[src/rtl/vpx_pkg.sv]
// Package: types shared by the translation buffer's submodules.
// Assumes: nothing beyond standard SystemVerilog.
package vpx_pkg;
    // How the slot for a software write was chosen.
    typedef enum logic [1:0] {
        SLOT_NONE  = 2'd0,
        SLOT_SAME  = 2'd1,
        SLOT_FREE  = 2'd2,
        SLOT_EVICT = 2'd3
    } slot_kind_e;
endpackage

[src/rtl/vpx_match.sv]
// Module: parallel tag compare. Reports which valid entries hold a key.
// Assumes: the callers keep keys unique among valid entries, so hit_vec is
// one-hot or zero whenever en is high.
module vpx_match #(
    parameter int N  = 16,
    parameter int KW = 20
) (
    input  logic              en,
    input  logic [KW-1:0]     key,
    input  logic [N-1:0]      valid,
    input  logic [N-1:0][KW-1:0] tags,
    output logic [N-1:0]      hit_vec
);
    // One comparator per entry, gated by the entry's valid bit.
    for (genvar i = 0; i < N; i++) begin : g_cmp
        assign hit_vec[i] = en && valid[i] && (tags[i] == key);
    end
endmodule

[src/rtl/vpx_alloc.sv]
// Module: picks the entry a software write lands in and owns the
// round-robin eviction pointer.
// Assumes: keep_valid is the valid vector after this cycle's maintenance,
// and same_vec holds at most one bit, which is set only where keep_valid is set.
module vpx_alloc #(
    parameter int N = 16
) (
    input  logic          clk,
    input  logic          rst_n,
    input  logic          wr_en,
    input  logic [N-1:0]  keep_valid,
    input  logic [N-1:0]  same_vec,
    output logic [N-1:0]  wr_sel
);
    import vpx_pkg::*;

    localparam int IDX_W = (N > 1) ? $clog2(N) : 1;

    logic [IDX_W-1:0] rr_q;
    logic [N-1:0]     free_first;
    logic [N-1:0]     rr_vec;
    slot_kind_e       kind;

    // Lowest-indexed empty entry as a one-hot vector.
    always_comb begin
        free_first = '0;
        for (int i = N - 1; i >= 0; i--) begin
            if (!keep_valid[i]) begin
                free_first    = '0;
                free_first[i] = 1'b1;
            end
        end
    end

    // Decode the round-robin pointer to a one-hot vector.
    always_comb begin
        for (int i = 0; i < N; i++) begin
            rr_vec[i] = (rr_q == IDX_W'(i));
        end
    end

    // Choose the slot: existing entry, then empty entry, then the victim.
    always_comb begin
        if (!wr_en) begin
            kind   = SLOT_NONE;
            wr_sel = '0;
        end else if (|same_vec) begin
            kind   = SLOT_SAME;
            wr_sel = same_vec;
        end else if (|free_first) begin
            kind   = SLOT_FREE;
            wr_sel = free_first;
        end else begin
            kind   = SLOT_EVICT;
            wr_sel = rr_vec;
        end
    end

    // Advance the pointer only when it supplied the victim.
    always_ff @(posedge clk) begin
        if (!rst_n) begin
            rr_q <= '0;
        end else if (kind == SLOT_EVICT) begin
            rr_q <= (rr_q == IDX_W'(N - 1)) ? '0 : rr_q + 1'b1;
        end
    end
endmodule

[src/rtl/vpx_store.sv]
// Module: entry storage holding a valid bit, a virtual page number and a
// physical page number for each entry.
// Assumes: keep_valid already reflects flush and invalidate; wr_sel is one-hot
// or zero. Page numbers are not reset, since valid gates every use of them.
module vpx_store #(
    parameter int N  = 16,
    parameter int VW = 20,
    parameter int PW = 20
) (
    input  logic                 clk,
    input  logic                 rst_n,
    input  logic [N-1:0]         keep_valid,
    input  logic [N-1:0]         wr_sel,
    input  logic [VW-1:0]        wr_vpn,
    input  logic [PW-1:0]        wr_ppn,
    output logic [N-1:0]         valid_q,
    output logic [N-1:0][VW-1:0] vpn_q,
    output logic [N-1:0][PW-1:0] ppn_q
);
    for (genvar i = 0; i < N; i++) begin : g_ent
        // Valid bit: cleared by reset, maintenance result plus write.
        always_ff @(posedge clk) begin
            if (!rst_n) begin
                valid_q[i] <= 1'b0;
            end else begin
                valid_q[i] <= keep_valid[i] | wr_sel[i];
            end
        end

        // Page-number pair: loaded when this entry is the write target.
        always_ff @(posedge clk) begin
            if (wr_sel[i]) begin
                vpn_q[i] <= wr_vpn;
                ppn_q[i] <= wr_ppn;
            end
        end
    end
endmodule

[src/rtl/vpage_xlat.sv]
// Module: software-refilled, fully associative page translation buffer.
// Lookup is combinational. Refill, single-page invalidate and flush take
// effect at the clock edge, with maintenance applied before a same-cycle write.
// Assumes: the page offset is OFF_W bits and is passed through untranslated.
module vpage_xlat #(
    parameter int VA_W    = 32,
    parameter int OFF_W   = 12,
    parameter int PPN_W   = 20,
    parameter int ENTRIES = 16
) (
    input  logic                   clk,
    input  logic                   rst_n,
    input  logic                   lk_req,
    input  logic [VA_W-1:0]        lk_vaddr,
    output logic                   lk_hit,
    output logic                   lk_miss,
    output logic [PPN_W+OFF_W-1:0] lk_paddr,
    input  logic                   wr_en,
    input  logic [VA_W-OFF_W-1:0]  wr_vpn,
    input  logic [PPN_W-1:0]       wr_ppn,
    input  logic                   inv_en,
    input  logic [VA_W-OFF_W-1:0]  inv_vpn,
    input  logic                   flush_en
);
    localparam int VPN_W = VA_W - OFF_W;
    localparam int PA_W  = PPN_W + OFF_W;

    logic [ENTRIES-1:0]            valid_q;
    logic [ENTRIES-1:0][VPN_W-1:0] vpn_q;
    logic [ENTRIES-1:0][PPN_W-1:0] ppn_q;
    logic [ENTRIES-1:0]            lk_hitv;
    logic [ENTRIES-1:0]            inv_hitv;
    logic [ENTRIES-1:0]            wr_hitv;
    logic [ENTRIES-1:0]            keep_valid;
    logic [ENTRIES-1:0]            same_vec;
    logic [ENTRIES-1:0]            wr_sel;
    logic [VPN_W-1:0]              lk_vpn;
    logic [OFF_W-1:0]              lk_off;
    logic [PPN_W-1:0]              lk_ppn;

    // Split the lookup address into page number and offset.
    assign lk_vpn = lk_vaddr[VA_W-1:OFF_W];
    assign lk_off = lk_vaddr[OFF_W-1:0];

    vpx_match #(.N(ENTRIES), .KW(VPN_W)) u_lk_match (
        .en(lk_req), .key(lk_vpn), .valid(valid_q), .tags(vpn_q), .hit_vec(lk_hitv)
    );

    vpx_match #(.N(ENTRIES), .KW(VPN_W)) u_inv_match (
        .en(inv_en), .key(inv_vpn), .valid(valid_q), .tags(vpn_q), .hit_vec(inv_hitv)
    );

    vpx_match #(.N(ENTRIES), .KW(VPN_W)) u_wr_match (
        .en(wr_en), .key(wr_vpn), .valid(valid_q), .tags(vpn_q), .hit_vec(wr_hitv)
    );

    // Valid vector after this cycle's maintenance, before the write.
    assign keep_valid = valid_q & ~{ENTRIES{flush_en}} & ~inv_hitv;
    // A write may reuse only an entry that survives maintenance.
    assign same_vec   = wr_hitv & keep_valid;

    vpx_alloc #(.N(ENTRIES)) u_alloc (
        .clk(clk), .rst_n(rst_n), .wr_en(wr_en),
        .keep_valid(keep_valid), .same_vec(same_vec), .wr_sel(wr_sel)
    );

    vpx_store #(.N(ENTRIES), .VW(VPN_W), .PW(PPN_W)) u_store (
        .clk(clk), .rst_n(rst_n), .keep_valid(keep_valid), .wr_sel(wr_sel),
        .wr_vpn(wr_vpn), .wr_ppn(wr_ppn),
        .valid_q(valid_q), .vpn_q(vpn_q), .ppn_q(ppn_q)
    );

    // Select the physical page number of the single matching entry.
    always_comb begin
        lk_ppn = '0;
        for (int i = 0; i < ENTRIES; i++) begin
            lk_ppn = lk_ppn | (lk_hitv[i] ? ppn_q[i] : '0);
        end
    end

    // Drive the lookup result: the translated address or a miss.
    always_comb begin
        lk_hit   = |lk_hitv;
        lk_miss  = lk_req && !lk_hit;
        lk_paddr = lk_hit ? PA_W'({lk_ppn, lk_off}) : '0;
    end
endmodule

[config.mk]
export PLATFORM = sky130hd
export DESIGN_NAME = vpage_xlat
export DESIGN_NICKNAME = d
export VERILOG_FILES = /design/src/rtl/vpx_pkg.sv /design/src/rtl/vpx_match.sv /design/src/rtl/vpx_alloc.sv /design/src/rtl/vpx_store.sv /design/src/rtl/vpage_xlat.sv
export SDC_FILE = /design/constraint.sdc
export NUM_CORES = 1
export LEC_CHECK = 0
export CELL_PAD_IN_SITES_DETAIL_PLACEMENT = 0
export CELL_PAD_IN_SITES_GLOBAL_PLACEMENT = 2
export CORE_MARGIN = 2
export CORE_UTILIZATION = 40
export CTS_CLUSTER_SIZE = 28
export DETAILED_ROUTE_END_ITERATION = 10
export GPL_TIMING_DRIVEN = 0
export PLACE_DENSITY_LB_ADDON = 0.1
export SYNTH_ARGS = -nofsm -noshare
export SYNTH_HDL_FRONTEND = slang
export SYNTH_SLANG_ARGS = --single-unit
[constraint.sdc]
create_clock -name clk -period 25.8 [get_ports clk]
set_input_delay 7.74 -clock clk [delete_from_list [all_inputs] [get_ports clk]]
set_output_delay 7.74 -clock clk [all_outputs]
set_load 0.01 [all_outputs]
Word level (Yosys, flattened, before mapping)

Cells that the tools add are included.

Flip-flop bits (word level): 660
Input port bits: 98
Word-level logic and storage cells: 292
Output and inout bits: 34

Bitwise operators: 36
Reduce and logical (&&, ||, !) cells: 102
Mux-type cells: 40
Equality and inequality tests: 64
$add $sub $neg: 1

Operator list:

| cell                                           | number |
|---|---|
| == test 20 bit                                 | 48 |
| 2-to-1 mux 20 bit                              | 16 |
| 2-to-1 mux 16 bit                              | 19 |
| OR 20 bit                                      | 15 |
| logical AND 1 bit                              | 97 |
| AND 16 bit                                     | 3 |
| OR reduction 16 bit                            | 3 |
| == test 4 bit (second input constant)          | 8 |
| 2-to-1 mux 32 bit                              | 1 |
| inverter 16 bit                                | 2 |
| == test 4 x 3 -> 1 bit (second input constant) | 4 |
| OR 1 bit                                       | 16 |
| == test 4 x 2 -> 1 bit (second input constant) | 2 |
| adder 4 x 1 -> 4 bit (second input constant)   | 1 |
| == test 4 x 1 -> 1 bit (second input constant) | 1 |
| zero test 4 bit                                | 1 |
| 2-to-1 mux 2 bit                               | 2 |
| 2-to-1 mux 4 bit                               | 1 |
| == test 2 bit (second input constant)          | 1 |
| zero test 1 bit                                | 1 |
| 2-to-1 mux 1 bit                               | 1 |

Longest topological paths before layout

Gate-level depths: netlist (run 1).

Depth after elaboration: 25
Mapped depth: 13
Depth with buffers taken out: 9

By module

Synthesis (run 1) repeated with hierarchy kept, for this count alone.

Cell total of the unflattened synthesis: 2,487
Area, all modules: 34,155.3 sq um

By module, submodules not included:

| module     | seq. area each (sq um) | area each (sq um) | times used | cells each |
|---|---|---|---|---|
| vpx_store  | 19,538.7               | 19,675.1          | 1          | 674 |
| vpx_match  | 0.0                    | 3,832.4           | 3          | 474 |
| vpage_xlat | 0.0                    | 2,098.3           | 1          | 266 |
| vpx_alloc  | 80.1                   | 884.6             | 1          | 125 |

Least setup slack after synthesis (run 1)

No wires, ideal clock.

Path kind: input to output
Start point: input lk_vaddr[24]
End point: output lk_paddr[10]
Required time: 18.060 ns
Stages on the path: 10
Path slack: 8.009 ns
Buffers on the path: 3
Arrival: 10.051 ns
Cells stage by stage: clkbuf_1 clkbuf_1 xor2_1 nor4_1 nand4_1 nor4_1 nor4_1 nand4_1 clkbuf_1 and2_1

Word-level cells in the longest chain between the ends: 4
Elaborated cells on any way between the ends: 34
Classes of those cells: eq/ne (16); mux (1); reduce/logical (17)

Ends and longest elaborated chain:

| what                    | RTL line         | source |
|---|---|---|
| start: declaration      | vpage_xlat.sv:14 | `input logic [VA_W-1:0] lk_vaddr,` |
| == test 20 bit          | vpx_match.sv:16  | `assign hit_vec[i] = en && valid[i] && (tags[i] == key);` |
| logical AND 1 bit       | vpx_match.sv:16  |  |
| OR reduction 16 bit (*) | vpage_xlat.sv:83 | `lk_hit = \|lk_hitv;` |
| named net lk_hit        | vpage_xlat.sv:15 | `output logic lk_hit,` |
| 2-to-1 mux 32 bit (*)   | vpage_xlat.sv:85 | `lk_paddr = lk_hit ? PA_W'({lk_ppn, lk_off}) : '0;` |
| end: declaration        | vpage_xlat.sv:17 | `output logic [PPN_W+OFF_W-1:0] lk_paddr,` |

Mark *: on every way through the listed nets, which the timed path passes. The rest lies on a longest branch.

Worst setup path in the final report (run 1)

Start point: input lk_vaddr[13]
End point: output lk_paddr[20]

Word-level cells in the longest chain between the ends: 19
Elaborated cells on any way between the ends: 65
Classes of those cells: eq/ne (16); mux (17); bitwise (15); reduce/logical (17)

Ends and longest elaborated chain:

| what                     | RTL line         | source |
|---|---|---|
| == test 20 bit           | vpx_match.sv:16  |  |
| logical AND 1 bit        | vpx_match.sv:16  |  |
| 2-to-1 mux 20 bit        | vpage_xlat.sv:77 | `lk_ppn = lk_ppn \| (lk_hitv[i] ? ppn_q[i] : '0);` |
| OR 20 bit (15 in series) | vpage_xlat.sv:77 |  |
| 2-to-1 mux 32 bit (*)    | vpage_xlat.sv:85 |  |

Every way passes the cells marked *; elsewhere a longest branch is shown, timed or not.

==> reports/metrics.cfg, run 1 <==
[logic_synthesis]
synth.ff_latch_count=660
synthesis.area_um2=34000
synth_async_sr_flop_share_pct=0
post-synth-top-area-cell=edfxtp_1
synthMostInstantiatedCell=edfxtp_1
synth_enable_flop_cells=640
post_synth_inst_count=2563
avgSynthCellArea_um2=13.2
yosysTopAreaCellShare_pct=56.6
synthesis.yosys.warnings=0
synth.distinct_cells=58
synth_ff_type=edfxtp_1
syn-num-nets=2665
netlist_top_cells_area=edfxtp_1 57%, xnor2_1 12%, xor2_1 12%
ys_seq_area_share_pct=57.8
ys_top_cells_by_count=640 x edfxtp_1, 483 x xnor2_1, 474 x xor2_1

[pwr]
power.share.combinational_pct=9.2
sw_frac_of_total_pct=25.8
power_density_nw_per_um2=63.0
share_seq_of_total_power_pct=47.7
power_frac_clock_pct=43.1
total_switching_power_uw=642
internal_power_uw=1840
leakagePower_uw=0.0123
vdd_drop_max_mv=0.0537
total_power_uw=2490

[cts]
cts.repair_timing.setup_buffer_count=0
cts_sinks=660
clock_tree.htree_level_count=3
hold_buffers=0
clk_pin_slew_worst_paths_ns=0.06
clockRootBuffer=clkbuf_16
post_cts_resized=0
tritoncts=built
clock_tree.buffer_depth=3
cts-buffers-inserted=78
clk-insertion-delay-late_ns=0.66

[floorplanning]
coreArea_um2=83800
core.rowCount=106
die_height_um=295
total_i_o_pin_count=132
fp.dieArea_um2=87200
dieWidth_um=295
initial_core_util_pct=40.5

[global_routing]
number_of_antenna_violations_at_the_first_check_in_global_routing=6
grtUsageTotal_pct=36.2
grt_pass1_vias=23900
grt_max_degree=41
gr-total-overflow=0
grt_first_pass_wirelength_um=211000

[worst_setup_path]
crit_path_cell_trace=clkbuf_1 -> buf_1 -> xor2_1 -> nor4_1 -> nand4_1 -> nor4_1 -> clkbuf_1 -> a22o_1 -> a221oi_1 -> nand4_1 -> clkdlybuf4s50_1
cp-start-kind=primary input
critPathCaptureType=output pin
worstRegToRegCells=13
critical-path-slowest-cell=buf_1
crit_family=buffers and inverters
worst-setup-path-type=in -> out
worst_r2r_startpoint=u_store.vpn_q[102]$_DFFE_PP_
r2r_end=u_store.vpn_q[78]$_DFFE_PP_
cpPeakStageDelay_ns=1.22
critPathMaxFanout=10
arrival_ns=13.38
cp_num_buf_inv=4
worst-path-stages=11
setup.reg_to_reg.worst_slack_ns=19.98
cp_data_required_time_ns=18.06

[min_path]
min_path_cells=2
hold_end=u_alloc.rr_q[0]$_SDFFE_PN0N_
hold_path_start=u_alloc.rr_q[0]$_SDFFE_PN0N_
hp-class=reg -> reg

[route]
totalWireLength_um=158000
drt_iter0_markers=3439
drc=0
detail_route.vias_per_cell=6.23
ant_nets=0
wl_per_cell_um=39.9
drt_pass1_iterations=5
via_count=24700

[final_layout]
ratio_of_cells_with_drive_above_1_in_the_final_layout_pct=9.19
area_growth_pct=16.3
postLayoutCellArea_um2=39500
final_nets=2869
fin_cells=3966

[sta]
pins_over_their_slew_limit=63
rsz0062_at_grt=false
layout_min_cycle_time_ns=21.12
max_freq_mhz=47.3
min_period_over_period_pct=81.9
finalClockSkew_ns=0.0344
setup_tns_ns=0
max-slew-margin-rel_pct=-9.00
final-setup-viol-count=0
report.final.hold_viol_count=0
timing_worst_slew_pin_value_ns=1.64

[outcome]
run_status=finished with violations
failed_checks=max-capacitance violations, max-slew violations

[placed_design]
post_dp_cell_area_um2=37100
place.port_buffers=90
gp_congestion=0.942
placedCellCount=3821
place_hpwl_um=101000

[job]
cap_violations=6

[registers in the layout, summed over array words and instances (netlist names)]
signal           count
u_alloc.rr_q         4
u_store.ppn_q      320
u_store.valid_q     16
u_store.vpn_q      320
[power groups by stage]
stage,combinational [uW],clock [uW],sequential (uW)
2_1_floorplan,106,0,1210
3_3_place_gp,218,0,1210
3_5_place_dp,219,0,1210
4_1_cts,220,1080,1190
5_1_grt,228,1120,1190
6_report,227,1070,1190
[per-stage QoR]
step | hold WS (ns) | utilization, % | setup WS, ns
after detailed placement | 0.543 | 44.2 | 4.76
after CTS | 0.556 | 47.1 | 4.75
after global routing | 0.593 | 47.1 | 4.68
final | 0.565 | 47.1 | 4.68
after global placement | 0.527 | 43.3 | 3.49
after floorplan | 0.491 | - | 8.01
[area by class of cell]
cell class                 count  area, um2
tap                         1134       1420
inverter                      13       48.8
fill                        7535      44300
multi-input combinational   1724      13700
buffer                       166        826
timing repair buffer         124       1460
clock inverter                35        344
antenna                        2       5.00
clock buffer                 108       2070
sequential                   660      19600
[cell usage in the layout (no fill, tap or decap), types with 13 or more instances in the layout]
master	synthesis	final
and2_1	19	18
buf_4	14	18
a221oi_1	81	81
clkinv_1	1	18
nand4_1	163	163
clkbuf_16	0	78
nand3_1	41	41
clkdlybuf4s50_1	0	72
clkbuf_1	95	112
dfxtp_1	20	20
nand2_1	24	24
a22o_1	80	80
xor2_1	474	474
nor4_1	151	147
o21ai_0	26	21
edfxtp_1	640	640
buf_12	0	13
a21oi_1	16	16
buf_2	36	61
xnor2_1	483	483
nor2_1	28	28
nor3_1	31	31
[layer usage]
metal	global-route usage, %	share of wire [%]	vias up
met3	7.34	8.9	475
met5	0	0	-
met2	57.0	45	1587
met4	22.1	7.2	0
met1	46.0	39	12600
li1	-	-	10000
[worst max path at each step]
stage | startpoint | slack (ns) | end
floorplan | lk_vaddr[24] | 8.01 | lk_paddr[10]
global placement | lk_vaddr[26] | 3.49 | lk_paddr[24]
detailed placement | lk_vaddr[13] | 4.76 | lk_paddr[15]
CTS | lk_vaddr[13] | 4.75 | lk_paddr[15]
global route | lk_vaddr[13] | 4.68 | lk_paddr[20]
finish | lk_vaddr[13] | 4.68 | lk_paddr[20]
[worst min-delay path, cell delays in order (launching register included)]
cell and delay (ns):
dfxtp_1 0.35, o21ai_0 0.09, a21oi_1 0.07
[cell families after synthesis]
group / synth area share (%)
xor+xnor: 24.7
flops: 57.8
simple gates: 8.68
compound gates: 6.18
buf+inv: 2.51
fa+ha+maj: 0.147
mux: 0.0295
Power figures use the tool's default switching activity.
==> inputs of run 2 (changes only) <==
- clock period: 25.8 -> 18.6 ns (I/O delays scaled with it)
==> results of run 2 <==
Same layout as run 1 (identical final DEF). Status: finished with violations: max-capacitance violations, max-slew violations.
Among the figures that moved: setup slack after placement 4.76 ns -> 1.88 ns; setup slack after layout 4.68 ns -> 1.80 ns; register-to-register setup slack 19.98 ns -> 12.78 ns; total power 2490 uW -> 3450 uW; worst IR drop on VDD 0.0537 mV -> 0.0745 mV
